$ cat src/rtl/agu_pkg.sv
// Package: stepping mode codes shared by the address pointer unit.
// Assumes a 3-bit mode field; codes above 4 mean "no update".
package agu_pkg;
    typedef enum logic [2:0] {
        AM_LIN_INC = 3'd0,
        AM_LIN_DEC = 3'd1,
        AM_MOD_INC = 3'd2,
        AM_MOD_DEC = 3'd3,
        AM_BREV    = 3'd4
    } am_mode_t;

    // True when a mode code rewrites the pointer.
    function automatic logic mode_moves(input logic [2:0] m);
        return (m <= 3'd4);
    endfunction
endpackage

$ cat src/rtl/agu_step_calc.sv
// agu_step_calc: combinational next-pointer arithmetic for one command.
// Assumes step < len in the circular modes and ptr within [base, base+len).
module agu_step_calc #(
    parameter int AW = 32
) (
    input  logic [AW-1:0] ptr,
    input  logic [AW-1:0] base,
    input  logic [AW-1:0] len,
    input  logic [2:0]    mode,
    input  logic [AW-1:0] step,
    output logic [AW-1:0] nxt
);
    import agu_pkg::*;

    // Reverse the bit order of a word.
    function automatic logic [AW-1:0] flip(input logic [AW-1:0] x);
        logic [AW-1:0] r;
        for (int i = 0; i < AW; i++) r[i] = x[AW-1-i];
        return r;
    endfunction

    logic [AW-1:0] off;
    logic [AW:0]   up_sum;
    logic [AW:0]   dn_res;

    // Circular offset arithmetic, one extra bit to hold the carry.
    always_comb begin
        off    = ptr - base;
        up_sum = {1'b0, off} + {1'b0, step};
        if (up_sum >= {1'b0, len}) up_sum = up_sum - {1'b0, len};
        if (off < step) dn_res = {1'b0, off} + {1'b0, len} - {1'b0, step};
        else            dn_res = {1'b0, off} - {1'b0, step};
    end

    // Mode selection of the next pointer value.
    always_comb begin
        case (mode)
            AM_LIN_INC: nxt = ptr + step;
            AM_LIN_DEC: nxt = ptr - step;
            AM_MOD_INC: nxt = base + up_sum[AW-1:0];
            AM_MOD_DEC: nxt = base + dn_res[AW-1:0];
            AM_BREV:    nxt = flip(flip(ptr) + flip(step));
            default:    nxt = ptr;
        endcase
    end
endmodule

$ cat src/rtl/agu_ptr_reg.sv
// agu_ptr_reg: one pointer with its base and length registers.
// Load priority: base/length write (pointer to base) > pointer write > update.
module agu_ptr_reg #(
    parameter int AW = 32
) (
    input  logic          clk,
    input  logic          rst_n,
    input  logic          ld_ptr,
    input  logic          ld_base,
    input  logic          ld_len,
    input  logic [AW-1:0] ld_data,
    input  logic          upd_en,
    input  logic [AW-1:0] upd_next,
    output logic [AW-1:0] ptr_q,
    output logic [AW-1:0] base_q,
    output logic [AW-1:0] len_q
);
    // Register writes with the load priority above.
    always_ff @(posedge clk) begin
        if (!rst_n) begin
            ptr_q  <= '0;
            base_q <= '0;
            len_q  <= '0;
        end else begin
            if (ld_base) base_q <= ld_data;
            if (ld_len)  len_q  <= ld_data;
            if (ld_base)     ptr_q <= ld_data;
            else if (ld_len) ptr_q <= base_q;
            else if (ld_ptr) ptr_q <= ld_data;
            else if (upd_en) ptr_q <= upd_next;
        end
    end

    // base or length write returns the pointer to the base.
    p_base_reset_r7: assert property (@(posedge clk) disable iff (!rst_n)
        (ld_base || ld_len) |=> (ptr_q == base_q));

    // plain pointer write lands.
    p_ptr_load_r8: assert property (@(posedge clk) disable iff (!rst_n)
        (ld_ptr && !ld_base && !ld_len) |=> (ptr_q == $past(ld_data)));

    // pointer write beats a same-cycle update.
    p_load_wins_r9: assert property (@(posedge clk) disable iff (!rst_n)
        (upd_en && ld_ptr && !ld_base && !ld_len) |=> (ptr_q == $past(ld_data)));

    // no load and no update leaves the pointer alone.
    p_hold_r10: assert property (@(posedge clk) disable iff (!rst_n)
        (!upd_en && !ld_ptr && !ld_base && !ld_len) |=> $stable(ptr_q));
endmodule

$ cat src/rtl/agu_top.sv
// agu_top: bank of NPTR address pointers with a shared step calculator.
// One command per cycle; addr_out shows the selected pointer before update.
module agu_top #(
    parameter  int AW   = 32,
    parameter  int NPTR = 4,
    localparam int SELW = (NPTR > 1) ? $clog2(NPTR) : 1
) (
    input  logic            clk,
    input  logic            rst_n,
    input  logic            cmd_valid,
    input  logic [SELW-1:0] cmd_sel,
    input  logic [2:0]      cmd_mode,
    input  logic [AW-1:0]   cmd_step,
    input  logic [SELW-1:0] ld_sel,
    input  logic            ld_ptr_en,
    input  logic            ld_base_en,
    input  logic            ld_len_en,
    input  logic [AW-1:0]   ld_data,
    output logic [AW-1:0]   addr_out
);
    import agu_pkg::*;

    logic [AW-1:0] ptr_arr  [NPTR];
    logic [AW-1:0] base_arr [NPTR];
    logic [AW-1:0] len_arr  [NPTR];
    logic [AW-1:0] sel_base;
    logic [AW-1:0] sel_len;
    logic [AW-1:0] step_next;
    logic          cmd_moves;
    logic          ld_hit;

    // Selected pointer context for the shared calculator.
    always_comb begin
        addr_out  = ptr_arr[cmd_sel];
        sel_base  = base_arr[cmd_sel];
        sel_len   = len_arr[cmd_sel];
        cmd_moves = cmd_valid && mode_moves(cmd_mode);
        ld_hit    = (ld_ptr_en || ld_base_en || ld_len_en) && (ld_sel == cmd_sel);
    end

    agu_step_calc #(.AW(AW)) calc_i (
        .ptr  (addr_out),
        .base (sel_base),
        .len  (sel_len),
        .mode (cmd_mode),
        .step (cmd_step),
        .nxt  (step_next)
    );

    for (genvar g = 0; g < NPTR; g++) begin : g_ptr
        agu_ptr_reg #(.AW(AW)) reg_i (
            .clk      (clk),
            .rst_n    (rst_n),
            .ld_ptr   (ld_ptr_en  && (ld_sel == SELW'(g))),
            .ld_base  (ld_base_en && (ld_sel == SELW'(g))),
            .ld_len   (ld_len_en  && (ld_sel == SELW'(g))),
            .ld_data  (ld_data),
            .upd_en   (cmd_moves  && (cmd_sel == SELW'(g))),
            .upd_next (step_next),
            .ptr_q    (ptr_arr[g]),
            .base_q   (base_arr[g]),
            .len_q    (len_arr[g])
        );
    end

    // linear increment lands one cycle later.
    p_lin_inc_r3: assert property (@(posedge clk) disable iff (!rst_n)
        (cmd_valid && cmd_mode == AM_LIN_INC && !ld_hit)
        |=> (ptr_arr[$past(cmd_sel)] == $past(addr_out + cmd_step)));

    // circular step keeps an in-window pointer in its window.
    p_mod_range_r4: assert property (@(posedge clk) disable iff (!rst_n)
        (cmd_valid && (cmd_mode == AM_MOD_INC || cmd_mode == AM_MOD_DEC) && !ld_hit
         && cmd_step < sel_len && (addr_out - sel_base) < sel_len)
        |=> ((ptr_arr[$past(cmd_sel)] - base_arr[$past(cmd_sel)]) < len_arr[$past(cmd_sel)]));
endmodule

$ cat config.mk
export PLATFORM = sky130hd
export DESIGN_NAME = agu_top
export DESIGN_NICKNAME = d
export VERILOG_FILES = /design/src/rtl/agu_pkg.sv /design/src/rtl/agu_step_calc.sv /design/src/rtl/agu_ptr_reg.sv /design/src/rtl/agu_top.sv
export SDC_FILE = /design/constraint.sdc
export NUM_CORES = 2
export LEC_CHECK = 0
export BUFFER_PORTS_ARGS = -buffer_cell sky130_fd_sc_hd__buf_2
export CAP_MARGIN = 20
export CORE_MARGIN = 3
export CORE_UTILIZATION = 60
export DETAILED_ROUTE_END_ITERATION = 16
export GPL_TIMING_DRIVEN = 0
export PLACE_DENSITY = 0.79
export REMOVE_ABC_BUFFERS = 1
export SLEW_MARGIN = 20
export SYNTH_ARGS = -nofsm -noshare
export SYNTH_HDL_FRONTEND = slang
export SYNTH_HIERARCHICAL = 1
export SYNTH_SLANG_ARGS = --single-unit
$ cat constraint.sdc
create_clock -name clk -period 13.57 [get_ports clk]
set_clock_uncertainty 0.1 [all_clocks]
set_input_delay 2.714 -clock clk [delete_from_list [all_inputs] [get_ports clk]]
set_output_delay 2.714 -clock clk [all_outputs]
set_load 0.05 [all_outputs]
==> impl_summary.txt <==
----------------------------------------------------
[Synthesis]
  Xor and xnor area share after synthesis ... 5.81%
  Number of flops mapped to enable cells by yosys ... 0
  Multiplexer share of the synthesized area ... 17.9%
  Post-synthesis adder-cell area fraction ... 11.6%
  Synth Area in Simple Gates ... 14.1%
  Area fraction in compound gates after synthesis ... 22.6%
  Yosys cell types ... 85
  Sequential cell area fraction in the yosys report ... 22.3%
  Fraction of post-synthesis cell area in the top cell type by area ... 22.3%
  Gate Count Post-Synth ... 3946
  Count of synthesis-stage warnings from yosys ... 6
  Biggest area contributors in the synthesized netlist ... sky130_fd_sc_hd__dfxtp_1, sky130_fd_sc_hd__mux2i_1, sky130_fd_sc_hd__ha_1
  Combinational family with the most area after synthesis ... compound AO/OA/AOI/OAI gates
  Flip-flop cell with the highest count after synthesis ... sky130_fd_sc_hd__dfxtp_1
  FFs w/ async S/R, synth ... 0%
  Post-synth design cell area ... 34500 µm²
  Mean cell area of the mapped netlist ... 8.75 µm²
  Count of state elements after synthesis ... 384
  Cell accounting for the most synthesized area ... sky130_fd_sc_hd__dfxtp_1

[Critical path]
  Kind of launch point of the worst setup path ... input port
  Delay of the slowest cell on the worst path ... 580 ps
  Library cell contributing the largest single delay on the critical path ... sky130_fd_sc_hd__mux4_2
  Worst-case register-to-register setup slack ... 2600 ps
  Worst-path fanout max ... 30
  Cell depth of the worst flop-to-flop path ... 48
  Startpoint of the lowest-slack register-to-register path ... g_ptr[0].reg_i/ptr_q[0]
  Endpoint of the worst-slack reg-to-reg timing path ... g_ptr[2].reg_i/ptr_q[24]
  Kind of critical path ... in -> reg
  Crit path top cell by count ... sky130_fd_sc_hd__a21oi_2
  Critical path data arrival time ... 13650 ps
  Required time at the worst-slack endpoint ... 13910 ps
  CP Capture Type ... flop

[Final layout]
  Most frequent standard cell in the layout excluding fill and tap cells ... sky130_fd_sc_hd__mux2i_1
  Fraction of layout instances using a drive strength above 1 ... 12.9%
  Final Non-Filler Cells ... 4747
  Layout overhead on the synthesized area ... 9.80%
  Net count reported at finish ... 4345
  Commonest non-fill, non-tap cells in the layout ... sky130_fd_sc_hd__mux2i_1, sky130_fd_sc_hd__dfxtp_1, sky130_fd_sc_hd__nor2b_1, sky130_fd_sc_hd__ha_1, sky130_fd_sc_hd__a21oi_1

[Routing]
  Routed wirelength normalized by instance count ... 24.5 µm
  Total vias in the final route ... 32.3k
  Number of vias per cell after detailed routing ... 6.80
  Post-route ant nets ... 0
  Number of detailed-route iterations in the first pass ... 6
  Residual DRC ... 0
  Overall routed net length ... 116000 µm
  Violation count after the first detailed-routing iteration ... 4805

[STA]
  Hold Fails Final Rpt ... 0
  Worst slew margin relative to its limit ... 35.8%
  Final Cycle Share ... 98.1%
  Number of endpoints failing setup at the final stage ... 0
  Pin slew with the least headroom to its limit ... 959 ps
  Total count of max-transition violations in the final report ... 0
  Max Clk Rate ... 0.0751 GHz
  Clock period minus final worst setup slack ... 13310 ps

[GRT]
  GR Layer Usage met1 ... 49.2%
  Residual overflow from global routing ... 0
  Global-route layer with the greatest usage ... met2
  Maximum number of pins on one net before global-route repair ... 168
  GRT Overall Usage ... 36.7%
  Met2 track utilization from global routing ... 56.6%
  Met3 GRT Util ... 7.87%
  Antenna violations before repair ... 3
  Global-route wire length before repair ... 174000 µm
  Via count of the first global-routing pass ... 30.3k

[Power]
  Combinational power share ... 78.4%
  Portion of total power attributed to sequential cells ... 12.0%
  Peak supply drop ... 0.176 mV
  Relative contribution of the clock network to total power ... 9.5%
  Power per standard cell area ... 273 nW/µm²
  Switching pwr ... 5.34 mW
  Sw frac ... 51.6%
  Overall power after layout ... 10.3 mW
  Standby leakage power ... 14.6 nW
  Cell internal power dissipation ... 5.01 mW

[Floorplan]
  Count of boundary I/O pins ... 109
  Number of cell rows ... 87
  Y dimension of the die ... 246 µm
  Total Die Area ... 60500 µm²
  Width of the die ... 246 µm
  Core area ... 56700 µm²
  Initial Utilization ... 60.9%

[Clock network]
  Clock Tree Buf Depth ... 3
  Clock tree from TritonCTS ... done
  Clock tree sinks ... 384
  Clock buffers created by TritonCTS ... 36
  Depth of the CTS H-tree ... 2
  Clock latency reported for the late side of the worst-skew pair ... 540 ps
  Clock edge transition at the registers on the reported setup and hold paths ... 70 ps
  Root cell of the clock tree ... sky130_fd_sc_hd__clkbuf_16

[Flow run]
  Maximum capacitance violations ... 0

[Placement]
  Routability congestion estimate from global placement ... 1.02
  Dpl cells ... 4631
  Number of buffers added on ports ... 108
  Detailed placement HPWL ... 81400 µm

[Min path]
  Worst hold path class ... reg -> reg
  Worst Min Path Start ... g_ptr[1].reg_i/base_q[31]
  Hold Path Sink ... g_ptr[1].reg_i/base_q[31]
  Hold Crit Depth ... 2

[Outcome]
  Result of the run ... completed

----------------------------------------------------
-- Yosys cell counts (86+ instances only) --
cell	n
sky130_fd_sc_hd__ha_1	260
sky130_fd_sc_hd__o21ai_0	140
sky130_fd_sc_hd__mux4_2	96
sky130_fd_sc_hd__nor2b_1	286
sky130_fd_sc_hd__inv_1	186
sky130_fd_sc_hd__dfxtp_1	384
sky130_fd_sc_hd__nand2_1	148
sky130_fd_sc_hd__xnor2_1	163
sky130_fd_sc_hd__nor2_1	176
sky130_fd_sc_hd__a21o_1	86
sky130_fd_sc_hd__clkbuf_1	115
sky130_fd_sc_hd__o21ai_1	138
sky130_fd_sc_hd__a21oi_1	256
sky130_fd_sc_hd__a211oi_1	170
sky130_fd_sc_hd__o22ai_1	136
sky130_fd_sc_hd__mux2i_1	395
-- critical path: cells and delay by family --
family	cells	cell delay [ps]
and+or+nand+nor	8	1290
buffers and inverters	10	1610
xor gates and xnor gates	2	360
adders and majority gates	5	1600
AOI/OAI and AO/OA	23	4960
muxes	3	1060
-- power by group through the flow --
| stage | registers (mW) | clock network (mW) | logic, mW |
|---|---|---|---|
| finish | 1.25 | 0.984 | 8.12 |
| global route | 1.25 | 1.03 | 8.81 |
| CTS | 1.24 | 0.982 | 7.54 |
| detailed placement | 1.27 | 0 | 7.38 |
| global placement | 1.26 | 0 | 7.19 |
| floorplan | 1.25 | 0 | 5.53 |
-- sequential cells by signal, indices dropped and copies added, names as in the netlist --
name,cells
g_ptr.reg_i/len_q,128
g_ptr.reg_i/base_q,128
g_ptr.reg_i/ptr_q,128
-- layer usage --
layer / vias up / wire length (µm)
met5: - / 23
met1: 15200 / 45700
met2: 1953 / 50400
li1: 14700 / -
met3: 430 / 14500
met4: 2 / 5830
-- cell families (layout without fill, tap and decap cells) --
family	count (synthesis)	in the layout
other	0	3
AND/OR/NAND/NOR	914	914
buffers and inverters	413	455
adder cells (fa/ha/maj)	298	298
multiplexers	497	497
XOR/XNOR	229	229
flip-flops	384	384
AO/OA/AOI/OAI	1211	1211
-- area by class of cell --
| type | instances | area [µm²] |
|---|---|---|
| clock inverter | 5 | 58.8 |
| fill | 4467 | 18800 |
| antenna | 3 | 7.51 |
| sequential | 384 | 7690 |
| inverter | 186 | 698 |
| clock buffer | 51 | 1030 |
| multi-input combinational | 3149 | 25500 |
| timing repair buffer | 213 | 1960 |
| tap | 756 | 946 |
-- per-stage QoR --
| step | setup WS, ps | setup TNS, ps | instance area, µm² | utilization, % | hold slack, ps |
|---|---|---|---|---|---|
| after floorplan | 98.2 | 0 | 33300 | - | 350 |
| after global placement | -6190 | -653690 | 34700 | 61.3 | 370 |
| after detailed placement | -2570 | -184610 | 35700 | 63.0 | 383 |
| after CTS | 39.0 | 0 | 37200 | 65.6 | 391 |
| after global routing | -83.5 | -333 | 37900 | 66.9 | 405 |
| final | 261 | 0 | 37900 | 66.9 | 389 |
-- how the worst max path moves through the flow --
stage | startpoint | endpoint | slack, ps | cells after the start
finish | cmd_sel[0] | g_ptr[2].reg_i/ptr_q[24] | 260 | 51
global route | cmd_sel[0] | g_ptr[2].reg_i/ptr_q[24] | -80 | 56
CTS | cmd_sel[1] | g_ptr[0].reg_i/ptr_q[30] | 40 | 51
detailed placement | cmd_sel[0] | g_ptr[2].reg_i/ptr_q[24] | -2570 | 48
global placement | cmd_sel[0] | g_ptr[2].reg_i/ptr_q[24] | -6190 | 45
floorplan | cmd_sel[0] | g_ptr[3].reg_i/ptr_q[24] | 100 | 50
-- what timing repair did --
item / 4_1_cts / 5_1_grt
setup buffers: 15 / 37
resized for setup: 34 / 92
endpoints found under the setup margin: 112 / 88
gates cloned: 3 / 2
pin swaps: 12 / 40
hold buffers: 0 / 0
(Power assumes the default switching activity.)
